## src/rtl/sq_pkg.sv

```systemverilog
package sq_pkg;
  localparam int DATA_BYTES = 8;
  localparam int DATA_W = DATA_BYTES * 8;

  typedef enum logic [1:0] {
    SZ_BYTE = 2'd0,
    SZ_HALF = 2'd1,
    SZ_WORD = 2'd2,
    SZ_DBL  = 2'd3
  } sizeCode_e;

  // control to datapath strobes
  typedef struct packed {
    logic fill;      // write address/size/data of the executing store
  } sqStrobe_t;

  function automatic logic [3:0] sizeBytes(input logic [1:0] code);
    return 4'd1 << code;
  endfunction

  function automatic logic [DATA_W-1:0] byteMask(input logic [1:0] code);
    logic [DATA_W-1:0] m;
    if (code == SZ_DBL) m = '1;
    else m = (DATA_W'(1) << (8 * int'(sizeBytes(code)))) - DATA_W'(1);
    return m;
  endfunction
endpackage

```

## src/rtl/sq_ctrl.sv

```systemverilog
module sq_ctrl
  import sq_pkg::*;
#(
  parameter int DEPTH = 8,
  parameter int SEQ_W = 16,
  localparam int IDX_W = $clog2(DEPTH),
  localparam int CNT_W = IDX_W + 1
) (
  input  logic             clk,
  input  logic             rstN,
  input  logic             allocEn,
  input  logic [SEQ_W-1:0] allocSeq,
  input  logic             execEn,
  input  logic [IDX_W-1:0] execIdx,
  input  logic             commitEn,
  input  logic [SEQ_W-1:0] commitSeq,
  input  logic             squashEn,
  input  logic [SEQ_W-1:0] squashSeq,
  input  logic             wrBlocked,
  input  logic             wrDoneEn,
  input  logic [IDX_W-1:0] wrDoneIdx,
  input  logic [SEQ_W-1:0] ldSeq,
  output logic [IDX_W-1:0] allocIdx,
  output logic             sqFull,
  output logic [CNT_W-1:0] storeCount,
  output logic [CNT_W-1:0] pendingWb,
  output logic             wrValid,
  output logic [IDX_W-1:0] wbIdx,
  output logic [IDX_W-1:0] headIdx,
  output logic [DEPTH-1:0] candMask,
  output sqStrobe_t        strobe
);
  logic [IDX_W-1:0] headQ, tailQ, wbQ;
  logic [CNT_W-1:0] cntQ;
  logic [SEQ_W-1:0] seqQ [DEPTH];
  logic [DEPTH-1:0] execQ, commQ, canWbQ, sentQ, doneQ;

  logic [DEPTH-1:0] occ, execHit, commHit, commNext, execNext, rmHit, doneHit;
  logic [CNT_W-1:0] rmCnt, pendCnt;
  logic             freeOk, allocOk;

  // occupancy from the age of each slot relative to the head
  for (genvar i = 0; i < DEPTH; i++) begin : gSlot
    logic [IDX_W-1:0] age;
    assign age        = IDX_W'(i) - headQ;
    assign occ[i]     = {1'b0, age} < cntQ;
    assign execHit[i] = execEn && occ[i] && (execIdx == IDX_W'(i));
    assign commHit[i] = commitEn && occ[i] && (seqQ[i] < commitSeq);
    assign commNext[i] = commQ[i] | commHit[i];
    assign execNext[i] = execQ[i] | execHit[i];
    assign rmHit[i]   = squashEn && occ[i] && (seqQ[i] > squashSeq) && !commNext[i];
    assign doneHit[i] = wrDoneEn && occ[i] && (wrDoneIdx == IDX_W'(i)) && sentQ[i] && !doneQ[i];
    assign candMask[i] = occ[i] && execQ[i] && !doneQ[i] && (seqQ[i] < ldSeq);
  end

  always_comb begin
    rmCnt   = '0;
    pendCnt = '0;
    for (int i = 0; i < DEPTH; i++) begin
      rmCnt   = rmCnt + CNT_W'(rmHit[i]);
      pendCnt = pendCnt + CNT_W'(occ[i] && canWbQ[i] && !sentQ[i]);
    end
  end

  assign sqFull     = cntQ >= CNT_W'(DEPTH - 1);
  assign allocOk    = allocEn && !squashEn && !sqFull;
  assign freeOk     = (cntQ != '0) && doneQ[headQ];
  assign wrValid    = occ[wbQ] && canWbQ[wbQ] && !sentQ[wbQ] && !wrBlocked;
  assign strobe.fill = execEn && occ[execIdx];

  assign allocIdx   = tailQ;
  assign storeCount = cntQ;
  assign pendingWb  = pendCnt;
  assign wbIdx      = wbQ;
  assign headIdx    = headQ;

  always_ff @(posedge clk) begin
    if (!rstN) begin
      headQ  <= '0;
      tailQ  <= '0;
      wbQ    <= '0;
      cntQ   <= '0;
      execQ  <= '0;
      commQ  <= '0;
      canWbQ <= '0;
      sentQ  <= '0;
      doneQ  <= '0;
      for (int i = 0; i < DEPTH; i++) seqQ[i] <= '0;
    end else begin
      for (int i = 0; i < DEPTH; i++) begin
        if (allocOk && tailQ == IDX_W'(i)) begin
          seqQ[i]   <= allocSeq;
          execQ[i]  <= 1'b0;
          commQ[i]  <= 1'b0;
          canWbQ[i] <= 1'b0;
          sentQ[i]  <= 1'b0;
          doneQ[i]  <= 1'b0;
        end else begin
          execQ[i]  <= execNext[i];
          commQ[i]  <= commNext[i];
          canWbQ[i] <= canWbQ[i] | (commNext[i] & execNext[i]);
          sentQ[i]  <= sentQ[i] | (wrValid && wbQ == IDX_W'(i));
          doneQ[i]  <= doneQ[i] | doneHit[i];
        end
      end
      headQ <= headQ + IDX_W'(freeOk);
      wbQ   <= wbQ + IDX_W'(wrValid);
      tailQ <= tailQ - rmCnt[IDX_W-1:0] + IDX_W'(allocOk);
      cntQ  <= cntQ - CNT_W'(freeOk) - rmCnt + CNT_W'(allocOk);
    end
  end

  // occupancy never reaches the sentinel slot
  assert_count_bound_R2: assert property (@(posedge clk) disable iff (!rstN)
    cntQ <= CNT_W'(DEPTH - 1));

  // a request while full never grows the queue
  assert_full_no_grow_R2: assert property (@(posedge clk) disable iff (!rstN)
    sqFull |=> cntQ <= $past(cntQ));

  // head holds while its write is still outstanding
  assert_head_waits_R3: assert property (@(posedge clk) disable iff (!rstN)
    (cntQ != '0 && !doneQ[headQ]) |=> headQ == $past(headQ));

  // a write is never offered into a blocked store path
  assert_no_issue_blocked_R5: assert property (@(posedge clk) disable iff (!rstN)
    wrValid |-> !wrBlocked);

  // blocked path freezes the writeback pointer
  assert_wb_hold_R6: assert property (@(posedge clk) disable iff (!rstN)
    wrBlocked |=> wbQ == $past(wbQ));

  // a squash cycle never adds a store
  assert_squash_no_grow_R10: assert property (@(posedge clk) disable iff (!rstN)
    squashEn |=> cntQ <= $past(cntQ));
endmodule

```

## src/rtl/sq_data.sv

```systemverilog
module sq_data
  import sq_pkg::*;
#(
  parameter int DEPTH = 8,
  parameter int ADDR_W = 32,
  localparam int IDX_W = $clog2(DEPTH)
) (
  input  logic              clk,
  input  logic              rstN,
  input  sqStrobe_t         strobe,
  input  logic [IDX_W-1:0]  execIdx,
  input  logic [ADDR_W-1:0] execAddr,
  input  logic [1:0]        execSize,
  input  logic [DATA_W-1:0] execData,
  input  logic [IDX_W-1:0]  wbIdx,
  input  logic [IDX_W-1:0]  headIdx,
  input  logic [DEPTH-1:0]  candMask,
  input  logic [ADDR_W-1:0] ldAddr,
  input  logic [1:0]        ldSize,
  output logic [ADDR_W-1:0] wrAddr,
  output logic [1:0]        wrSize,
  output logic [DATA_W-1:0] wrData,
  output logic              fwdHit,
  output logic              fwdStall,
  output logic [DATA_W-1:0] fwdData
);
  logic [ADDR_W-1:0] addrQ [DEPTH];
  logic [1:0]        sizeQ [DEPTH];
  logic [DATA_W-1:0] dataQ [DEPTH];

  always_ff @(posedge clk) begin
    if (!rstN) begin
      for (int i = 0; i < DEPTH; i++) begin
        addrQ[i] <= '0;
        sizeQ[i] <= '0;
        dataQ[i] <= '0;
      end
    end else if (strobe.fill) begin
      addrQ[execIdx] <= execAddr;
      sizeQ[execIdx] <= execSize;
      dataQ[execIdx] <= execData;
    end
  end

  assign wrAddr = addrQ[wbIdx];
  assign wrSize = sizeQ[wbIdx];
  assign wrData = dataQ[wbIdx];

  // forwarding search: walk oldest to youngest, last overlap wins
  logic [ADDR_W:0]  ldStart, ldEnd, stStart, stEnd;
  logic [IDX_W-1:0] scanIdx, selIdx;
  logic             found, contain;
  logic [2:0]       shiftB;

  assign ldStart = {1'b0, ldAddr};
  assign ldEnd   = ldStart + (ADDR_W+1)'(sizeBytes(ldSize));

  always_comb begin
    found   = 1'b0;
    contain = 1'b0;
    selIdx  = '0;
    scanIdx = '0;
    stStart = '0;
    stEnd   = '0;
    for (int k = 0; k < DEPTH; k++) begin
      scanIdx = headIdx + IDX_W'(k);
      if (candMask[scanIdx]) begin
        stStart = {1'b0, addrQ[scanIdx]};
        stEnd   = stStart + (ADDR_W+1)'(sizeBytes(sizeQ[scanIdx]));
        if (ldStart < stEnd && stStart < ldEnd) begin
          found   = 1'b1;
          selIdx  = scanIdx;
          contain = (ldStart >= stStart) && (ldEnd <= stEnd);
        end
      end
    end
  end

  assign shiftB   = ldAddr[2:0] - addrQ[selIdx][2:0];
  assign fwdHit   = found && contain;
  assign fwdStall = found && !contain;
  assign fwdData  = fwdHit ? ((dataQ[selIdx] >> {shiftB, 3'b000}) & byteMask(ldSize)) : '0;

  // a probe is either served or stalled, never both
  assert_fwd_exclusive_R9: assert property (@(posedge clk) disable iff (!rstN)
    !(fwdHit && fwdStall));

  // no candidate store means no forwarding outcome
  assert_fwd_needs_cand_R8: assert property (@(posedge clk) disable iff (!rstN)
    (candMask == '0) |-> !(fwdHit || fwdStall));
endmodule

```

## src/rtl/store_queue.sv

```systemverilog
module store_queue
  import sq_pkg::*;
#(
  parameter int DEPTH = 8,
  parameter int SEQ_W = 16,
  parameter int ADDR_W = 32,
  localparam int IDX_W = $clog2(DEPTH),
  localparam int CNT_W = IDX_W + 1
) (
  input  logic              clk,
  input  logic              rstN,
  input  logic              allocEn,
  input  logic [SEQ_W-1:0]  allocSeq,
  output logic [IDX_W-1:0]  allocIdx,
  output logic              sqFull,
  input  logic              execEn,
  input  logic [IDX_W-1:0]  execIdx,
  input  logic [ADDR_W-1:0] execAddr,
  input  logic [1:0]        execSize,
  input  logic [63:0]       execData,
  input  logic              commitEn,
  input  logic [SEQ_W-1:0]  commitSeq,
  input  logic              squashEn,
  input  logic [SEQ_W-1:0]  squashSeq,
  input  logic              wrBlocked,
  output logic              wrValid,
  output logic [IDX_W-1:0]  wrIdx,
  output logic [ADDR_W-1:0] wrAddr,
  output logic [1:0]        wrSize,
  output logic [63:0]       wrData,
  input  logic              wrDoneEn,
  input  logic [IDX_W-1:0]  wrDoneIdx,
  input  logic [SEQ_W-1:0]  ldSeq,
  input  logic [ADDR_W-1:0] ldAddr,
  input  logic [1:0]        ldSize,
  output logic              fwdHit,
  output logic              fwdStall,
  output logic [63:0]       fwdData,
  output logic [CNT_W-1:0]  storeCount,
  output logic [CNT_W-1:0]  pendingWb
);
  sqStrobe_t        strobe;
  logic [IDX_W-1:0] wbIdx, headIdx;
  logic [DEPTH-1:0] candMask;

  sq_ctrl #(.DEPTH(DEPTH), .SEQ_W(SEQ_W)) i_ctrl (
    .clk(clk), .rstN(rstN),
    .allocEn(allocEn), .allocSeq(allocSeq),
    .execEn(execEn), .execIdx(execIdx),
    .commitEn(commitEn), .commitSeq(commitSeq),
    .squashEn(squashEn), .squashSeq(squashSeq),
    .wrBlocked(wrBlocked), .wrDoneEn(wrDoneEn), .wrDoneIdx(wrDoneIdx),
    .ldSeq(ldSeq),
    .allocIdx(allocIdx), .sqFull(sqFull),
    .storeCount(storeCount), .pendingWb(pendingWb),
    .wrValid(wrValid), .wbIdx(wbIdx), .headIdx(headIdx),
    .candMask(candMask), .strobe(strobe)
  );

  sq_data #(.DEPTH(DEPTH), .ADDR_W(ADDR_W)) i_data (
    .clk(clk), .rstN(rstN), .strobe(strobe),
    .execIdx(execIdx), .execAddr(execAddr), .execSize(execSize), .execData(execData),
    .wbIdx(wbIdx), .headIdx(headIdx), .candMask(candMask),
    .ldAddr(ldAddr), .ldSize(ldSize),
    .wrAddr(wrAddr), .wrSize(wrSize), .wrData(wrData),
    .fwdHit(fwdHit), .fwdStall(fwdStall), .fwdData(fwdData)
  );

  assign wrIdx = wbIdx;
endmodule

```

## config.mk

```make
export PLATFORM = sky130hd
export DESIGN_NAME = store_queue
export DESIGN_NICKNAME = d
export VERILOG_FILES = /design/src/rtl/sq_pkg.sv /design/src/rtl/sq_ctrl.sv /design/src/rtl/sq_data.sv /design/src/rtl/store_queue.sv
export SDC_FILE = /design/constraint.sdc
export NUM_CORES = 2
export LEC_CHECK = 0
export BUFFER_PORTS_ARGS = -buffer_cell sky130_fd_sc_hd__buf_2
export CAP_MARGIN = 20
export CORE_MARGIN = 3
export CORE_UTILIZATION = 40
export CTS_CLUSTER_DIAMETER = 80
export DETAILED_ROUTE_END_ITERATION = 7
export PLACE_DENSITY_LB_ADDON = 0.3
export SKIP_CTS_REPAIR_TIMING = 1
export SLEW_MARGIN = 10
export SYNTH_ARGS = -nofsm -noshare
export SYNTH_HDL_FRONTEND = slang
export SYNTH_SLANG_ARGS = --single-unit
```

## constraint.sdc

```tcl
create_clock -name clk -period 24.5 [get_ports clk]
set_input_delay 3.675 -clock clk [delete_from_list [all_inputs] [get_ports clk]]
set_output_delay 3.675 -clock clk [all_outputs]
set_load 0.1 [all_outputs]
```

After elaboration in Yosys (flattened, before gate mapping)
Memory sizes are Yosys's and may differ from the RTL's. A register that Yosys moved wholly into a read port is not among the register bits.
Index checks and enable logic that the tools add are counted.
- RAM bits: 912
- output and inout port bits: 180
- word-level logic and storage cells: 608
- flip-flop bits (word level): 53
- memories kept: 4
- muxes and demuxes: 126
- $lt $le $gt $ge: 75
- equality and inequality tests: 29
- reductions and logical operators: 214
- add/sub/neg operators: 47
- bitwise operators: 58
- shifts and indexed selects: 11
- memories (memory ; words ; width ; rd ports ; clocked after Yosys merged registers in ; write ports ; RTL line ; text):
    i_data.dataQ ; 8 ; 64 ; 2 ; 1 ; 8 ; sq_data.sv:29 ; logic [DATA_W-1:0] dataQ [DEPTH];
    i_data.addrQ ; 8 ; 32 ; 10 ; 2 ; 8 ; sq_data.sv:27 ; logic [ADDR_W-1:0] addrQ [DEPTH];
    i_ctrl.seqQ ; 8 ; 16 ; 8 ; 0 ; 8 ; sq_ctrl.sv:35 ; logic [SEQ_W-1:0] seqQ [DEPTH];
    i_data.sizeQ ; 8 ; 2 ; 9 ; 2 ; 8 ; sq_data.sv:28 ; logic [1:0] sizeQ [DEPTH];
- operators with widths (operator ; number):
    $lt A32 B33 Y1 ; 16
    $add A32 B4 Y33 ; 9
    $le A33 B33 Y1 ; 8
    $ge A32 B32 Y1 ; 8
    $lt A16 B16 Y1 ; 16
    $mux W64 ; 3
    $logic_and A1 B1 Y1 ; 169
    $gt A16 B16 Y1 ; 8
    $mux W16 ; 8
    $mux W1 ; 76
    $mux W3 ; 24
    $and A64 B64 Y64 ; 1
    $reduce_or A64 Y1 ; 1
    $shl A1 B7 Y64 const A ; 1
    $shr A64 B6 Y64 ; 1
    $sub A64 B2 Y64 const B ; 1
    $add A4 B1 Y4 ; 13
    $eq A3 B3 Y1 const B ; 16
    $or A1 B1 Y1 ; 48
    $lt A3 B4 Y1 const B ; 10
    $bmux W1 S3 ; 13
    $shl A1 B2 Y4 const A ; 9
    $lt A3 B4 Y1 ; 8
    $mux W32 ; 1
    other kinds (23) ; 92

Longest topological paths before layout
An unclocked memory read counts as a cell.
- depth after elaboration: 27
- depth in mapped cells: 70

Cells and area by module
Synthesis repeated with hierarchy kept, for this count alone.
- cell total of the unflattened synthesis: 9393
- area total of the unflattened synthesis: 97955.2 µm²
- by module, submodules not included (module ; cells an instance ; area an instance (µm²) ; times used):
    sq_data ; 7750 ; 82100.0 ; 1
    sq_ctrl ; 1643 ; 15855.2 ; 1

Worst setup path after synthesis
Ideal clock, no wire load.
- kind: register -> output
- start point: register i_ctrl.headQ[0], in the netlist i_ctrl.headIdx[0]
- end point: output fwdData[52]
- data arrival time: 15.402 ns
- required time: 20.825 ns
- stages on the path, launching flop included: 64
- path slack: 5.423 ns
- path buffers: 24
- cells stage by stage: dfxtp_1 -> buf_6 -> buf_12 -> buf_12 -> buf_12 -> buf_12 -> buf_12 -> buf_12 -> buf_4 -> buf_4 -> inv_1 -> buf_1 -> buf_2 -> ha_1 -> buf_2 -> buf_2 -> buf_1 -> clkbuf_1 -> [28 not listed] -> a311oi_1 -> o21ai_2 -> nand2_2 -> buf_6 -> buf_2 -> clkbuf_1 -> clkbuf_1 -> nand2_1 -> a311oi_1 -> a31o_2 -> ha_1 -> inv_1 -> fa_1 -> xor2_1 -> nand4_1 -> nand4_4 -> buf_2 -> nor3_1
- cells in the longest elaborated chain, start to end: 27
- elaborated cells on any way between the ends: 173
- classes of those cells: 23 x add/sub; 36 x order compare; 8 x shift; 63 x mux; 1 x bitwise; 39 x reduce/logical; 3 x memory
- RTL lines (element ; RTL line ; text):
    start, declared ; sq_ctrl.sv:33 ; logic [IDX_W-1:0] headQ, tailQ, wbQ;
    start signal, assigned ; sq_ctrl.sv:106 ; headQ <= headQ + IDX_W'(freeOk);
    parallel branches: the longest is 26 deep, another holds $add A32 B4 Y33 ; -- ;
    $mux W64 (*) ; sq_data.sv:82 ; assign fwdData = fwdHit ? ((dataQ[selIdx] >> {shiftB, 3'b000}) & byteMask(ldSize)) : '0;
    end, declared ; store_queue.sv:38 ; output logic [63:0] fwdData,
Mark *: on every way between the ends. The select of a mux whose other input is x is not followed.

Final worst setup path
- start point: register i_ctrl.headQ[0], in the netlist i_ctrl.headIdx[0]
- end point: output fwdData[4]
Same word-level chain as after synthesis.

==> impl_metrics.sql <==
INSERT INTO impl_metrics (metric_group, metric, value, unit) VALUES
('status', 'outcome', 'finished clean', ''),
('sta', 'fin_setup_tns', '0', 'ns'),
('yosys', 'yosys.area.top_type', 'sky130_fd_sc_hd__edfxtp_1', ''),
('layout', 'finalNetCount', '11700', ''),
('power', 'totalPowerFinal', '5.43', 'mW'),
('power', 'power.ir.vdd_worst', '0.0633', 'mV'),
('sta', 'clock_skew', '0.0772', 'ns'),
('yosys', 'fraction_of_the_mapped_netlist_area_in_compound_gates', '13.1', '%'),
('route', 'detail_route.iter0.violations', '11500', ''),
('sta', 'whs', '0.482', 'ns'),
('route', 'drc', '0', ''),
('layout', 'layout-drive-gt1-share', '15.5', '%'),
('clock_tree', 'insertion_delay', '0.81', 'ns'),
('yosys', 'multiplexer_fraction_of_the_synthesized_cell_area', '15.7', '%'),
('yosys', 'synth-edff-count', '912', ''),
('setup_path', 'crit_slowest_cell', 'sky130_fd_sc_hd__a21oi_1', ''),
('die', 'io_pins', '390', ''),
('grt', 'total_gr_overflow', '0', ''),
('grt', 'grt_pass1_wl', '620000', 'um'),
('die', 'dieArea', '252000', 'um2'),
('yosys', 'post-synth-top-area-fraction', '27.8', '%'),
('die', 'core', '244000', 'um2'),
('setup_path', 'worstPathRequired', '20.82', 'ns'),
('setup_path', 'worst_r2r_path_depth', '26', ''),
('clock_tree', 'cts-htree-levels', '3', ''),
('grt', 'grt.busiest_layer', 'met2', ''),
('yosys', 'synthTopCellsByArea', 'sky130_fd_sc_hd__edfxtp_1 (28%), sky130_fd_sc_hd__ha_1 (18%), sky130_fd_sc_hd__mux4_2 (10%)', ''),
('setup_path', 'crit_path_capture_type', 'output port', ''),
('route', 'vias_per_cell', '6.51', ''),
('grt', 'grt_pass1_vias', '82100', ''),
('yosys', 'synth_top_family_by_area', 'adder cells', ''),
('grt', 'grt_start_max_net_pins', '125', ''),
('setup_path', 'r2r-start', 'i_ctrl.headIdx[1]', ''),
('die', 'die_h', '502', 'um'),
('flow_run', 'maxCapViolations', '0', ''),
('placed_design', 'place_area', '105000', 'um2'),
('yosys', 'seq_area_frac_synth', '28.9', '%'),
('power', 'cellPowerDensity', '50.0', 'nW/um2'),
('die', 'std_cell_rows', '181', ''),
('grt', 'grt_use_total', '34.3', '%'),
('layout', 'post-route-cell-area', '109000', 'um2'),
('setup_path', 'register_to_register_setup_slack', '16.44', 'ns'),
('yosys', 'yosys.cell_types.count', '118', ''),
('yosys', 'synth_ff_type', 'sky130_fd_sc_hd__edfxtp_1', ''),
('clock_tree', 'worst_path_clk_slew', '0.06', 'ns'),
('layout', 'area_growth', '10.2', '%'),
('yosys', 'yosys.area_share.simple', '17.2', '%'),
('route', 'detailroute.via_count', '86700', ''),
('die', 'floorplan.initialDensity', '40.4', '%'),
('sta', 'fmax', '0.0498', 'GHz'),
('setup_path', 'timing.critical_path.fanout_max', '67', ''),
('sta', 'final_max_slew_viol_count', '0', ''),
('clock_tree', 'cts_root_buffer', 'sky130_fd_sc_hd__clkbuf_16', ''),
('sta', 'timing_worst_slew_pin_value', '1.24', 'ns'),
('worst_hold_path', 'hp-class', 'reg2reg', ''),
('setup_path', 'timing.rr.end', 'i_ctrl.storeCount[3]', ''),
('grt', 'grt.met3_usage', '8.00', '%'),
('yosys', 'postSynthCellCount', '9641', ''),
('setup_path', 'setup.worst_path.start_class', 'flip-flop', ''),
('placed_design', 'dp_slack', '4.37', 'ns'),
('yosys', 'synth_fa_ha_area_share', '18.9', '%'),
('placed_design', 'finalWeightedCongestion', '1.04', ''),
('yosys', 'ys_seq_elements', '965', ''),
('sta', 'timing.final.crit_share', '81.9', '%'),
('yosys', 'post_synth_xor_area_fraction', '2.46', '%'),
('route', 'wire_per_inst', '33.6', 'um'),
('yosys', 'yosys_warning_count', '0', ''),
('route', 'drt.antenna.violating_nets', '0', ''),
('power', 'power.leakage', '45.8', 'nW'),
('sta', 'max_slew_margin_vs_limit', '15.2', '%'),
('setup_path', 'critPathMaxStageDelay', '0.94', 'ns');
placed cells by master (no fill, tap or decap), drive strengths merged, types with 67 or more instances in the layout:
cell type	count
nand4	275
mux2i	317
o21a	73
nand3	266
clkbuf	143
nor2	475
ha	1451
a21o	375
mux2	156
mux4	464
nand2	687
inv	450
o21ai	371
edfxtp	912
and3	67
nor2b	148
a21oi	473
and2	836
nor3	125
buf	643
xnor2	238
o211ai	118
nand2b	130
cell families (layout without fill, tap and decap cells):
kind of cell    count (synthesis)  count (layout)
simple gates                 3201            3201
compound gates               1923            1923
xor+xnor                      276             276
mux                           937             937
flops                         965             965
buf+inv                       866            1290
fa+ha+maj                    1473            1473
other cells                     0              44
critical path, delay by kind of cell (launching register included):
| kind | cells | cell delay [ns] |
|---|---|---|
| buffers and inverters | 9 | 4.70 |
| adder cells (fa/ha/maj) | 3 | 1.03 |
| AO/OA/AOI/OAI | 12 | 3.95 |
| AND/OR/NAND/NOR | 10 | 3.95 |
| multiplexers | 2 | 0.79 |
| XOR/XNOR | 1 | 0.17 |
| flip-flops | 1 | 0.74 |
stage by stage:
stage	util [%]	instances
after CTS	44.4	13300
final	44.5	13300
after floorplan	-	9641
after global routing	44.5	13300
after global placement	42.8	13000
after detailed placement	42.9	13100
worst max-delay path by stage:
stage | from | endpoint | slack (ns) | cells past startpoint
finish | i_ctrl.headIdx[0] | fwdData[4] | 4.44 | 37
global route | i_ctrl.headIdx[0] | fwdData[4] | 3.82 | 37
CTS | i_ctrl.headIdx[0] | fwdData[4] | 3.92 | 37
detailed placement | ldSize[1] | fwdData[4] | 4.37 | 35
global placement | ldSize[1] | fwdData[4] | 3.51 | 39
floorplan | i_ctrl.headIdx[0] | fwdData[52] | 5.42 | 63
flip-flops by register name, summed over array words and instances, names as in the netlist:
name,flops
i_ctrl.execQ,8
i_ctrl.doneQ,8
i_ctrl.commQ,8
i_ctrl.canWbQ,8
i_data.sizeQ,16
i_data.addrQ,256
i_ctrl.allocIdx,3
i_data.dataQ,512
i_ctrl.storeCount,4
i_ctrl.headIdx,3
i_ctrl.seqQ,128
i_ctrl.wbIdx,3
i_ctrl.sentQ,8
area by class of cell:
class	count	area, um2
Antenna cell	44	110
Tap cell	3202	4010
Multi-Input combinational cell	7810	66700
Sequential cell	965	28500
Fill cell	22900	136000
Inverter	441	1660
Clock buffer	142	3020
Timing Repair Buffer	644	3960
Clock inverter	63	682
per-layer routing:
layer | up-vias | part of all wire, %
met1 | 43200 | 42
met2 | 5204 | 42
li1 | 37500 | -
met5 | - | 0.089
met4 | 44 | 4.7
met3 | 769 | 11
where the power goes:
group / total [mW] / internal, mW / switching (mW)
clock: 1.71 / 0.964 / 0.749
combinational: 1.73 / 0.565 / 1.17
sequential: 1.99 / 1.90 / 0.0851
(Power assumes the default switching activity.)
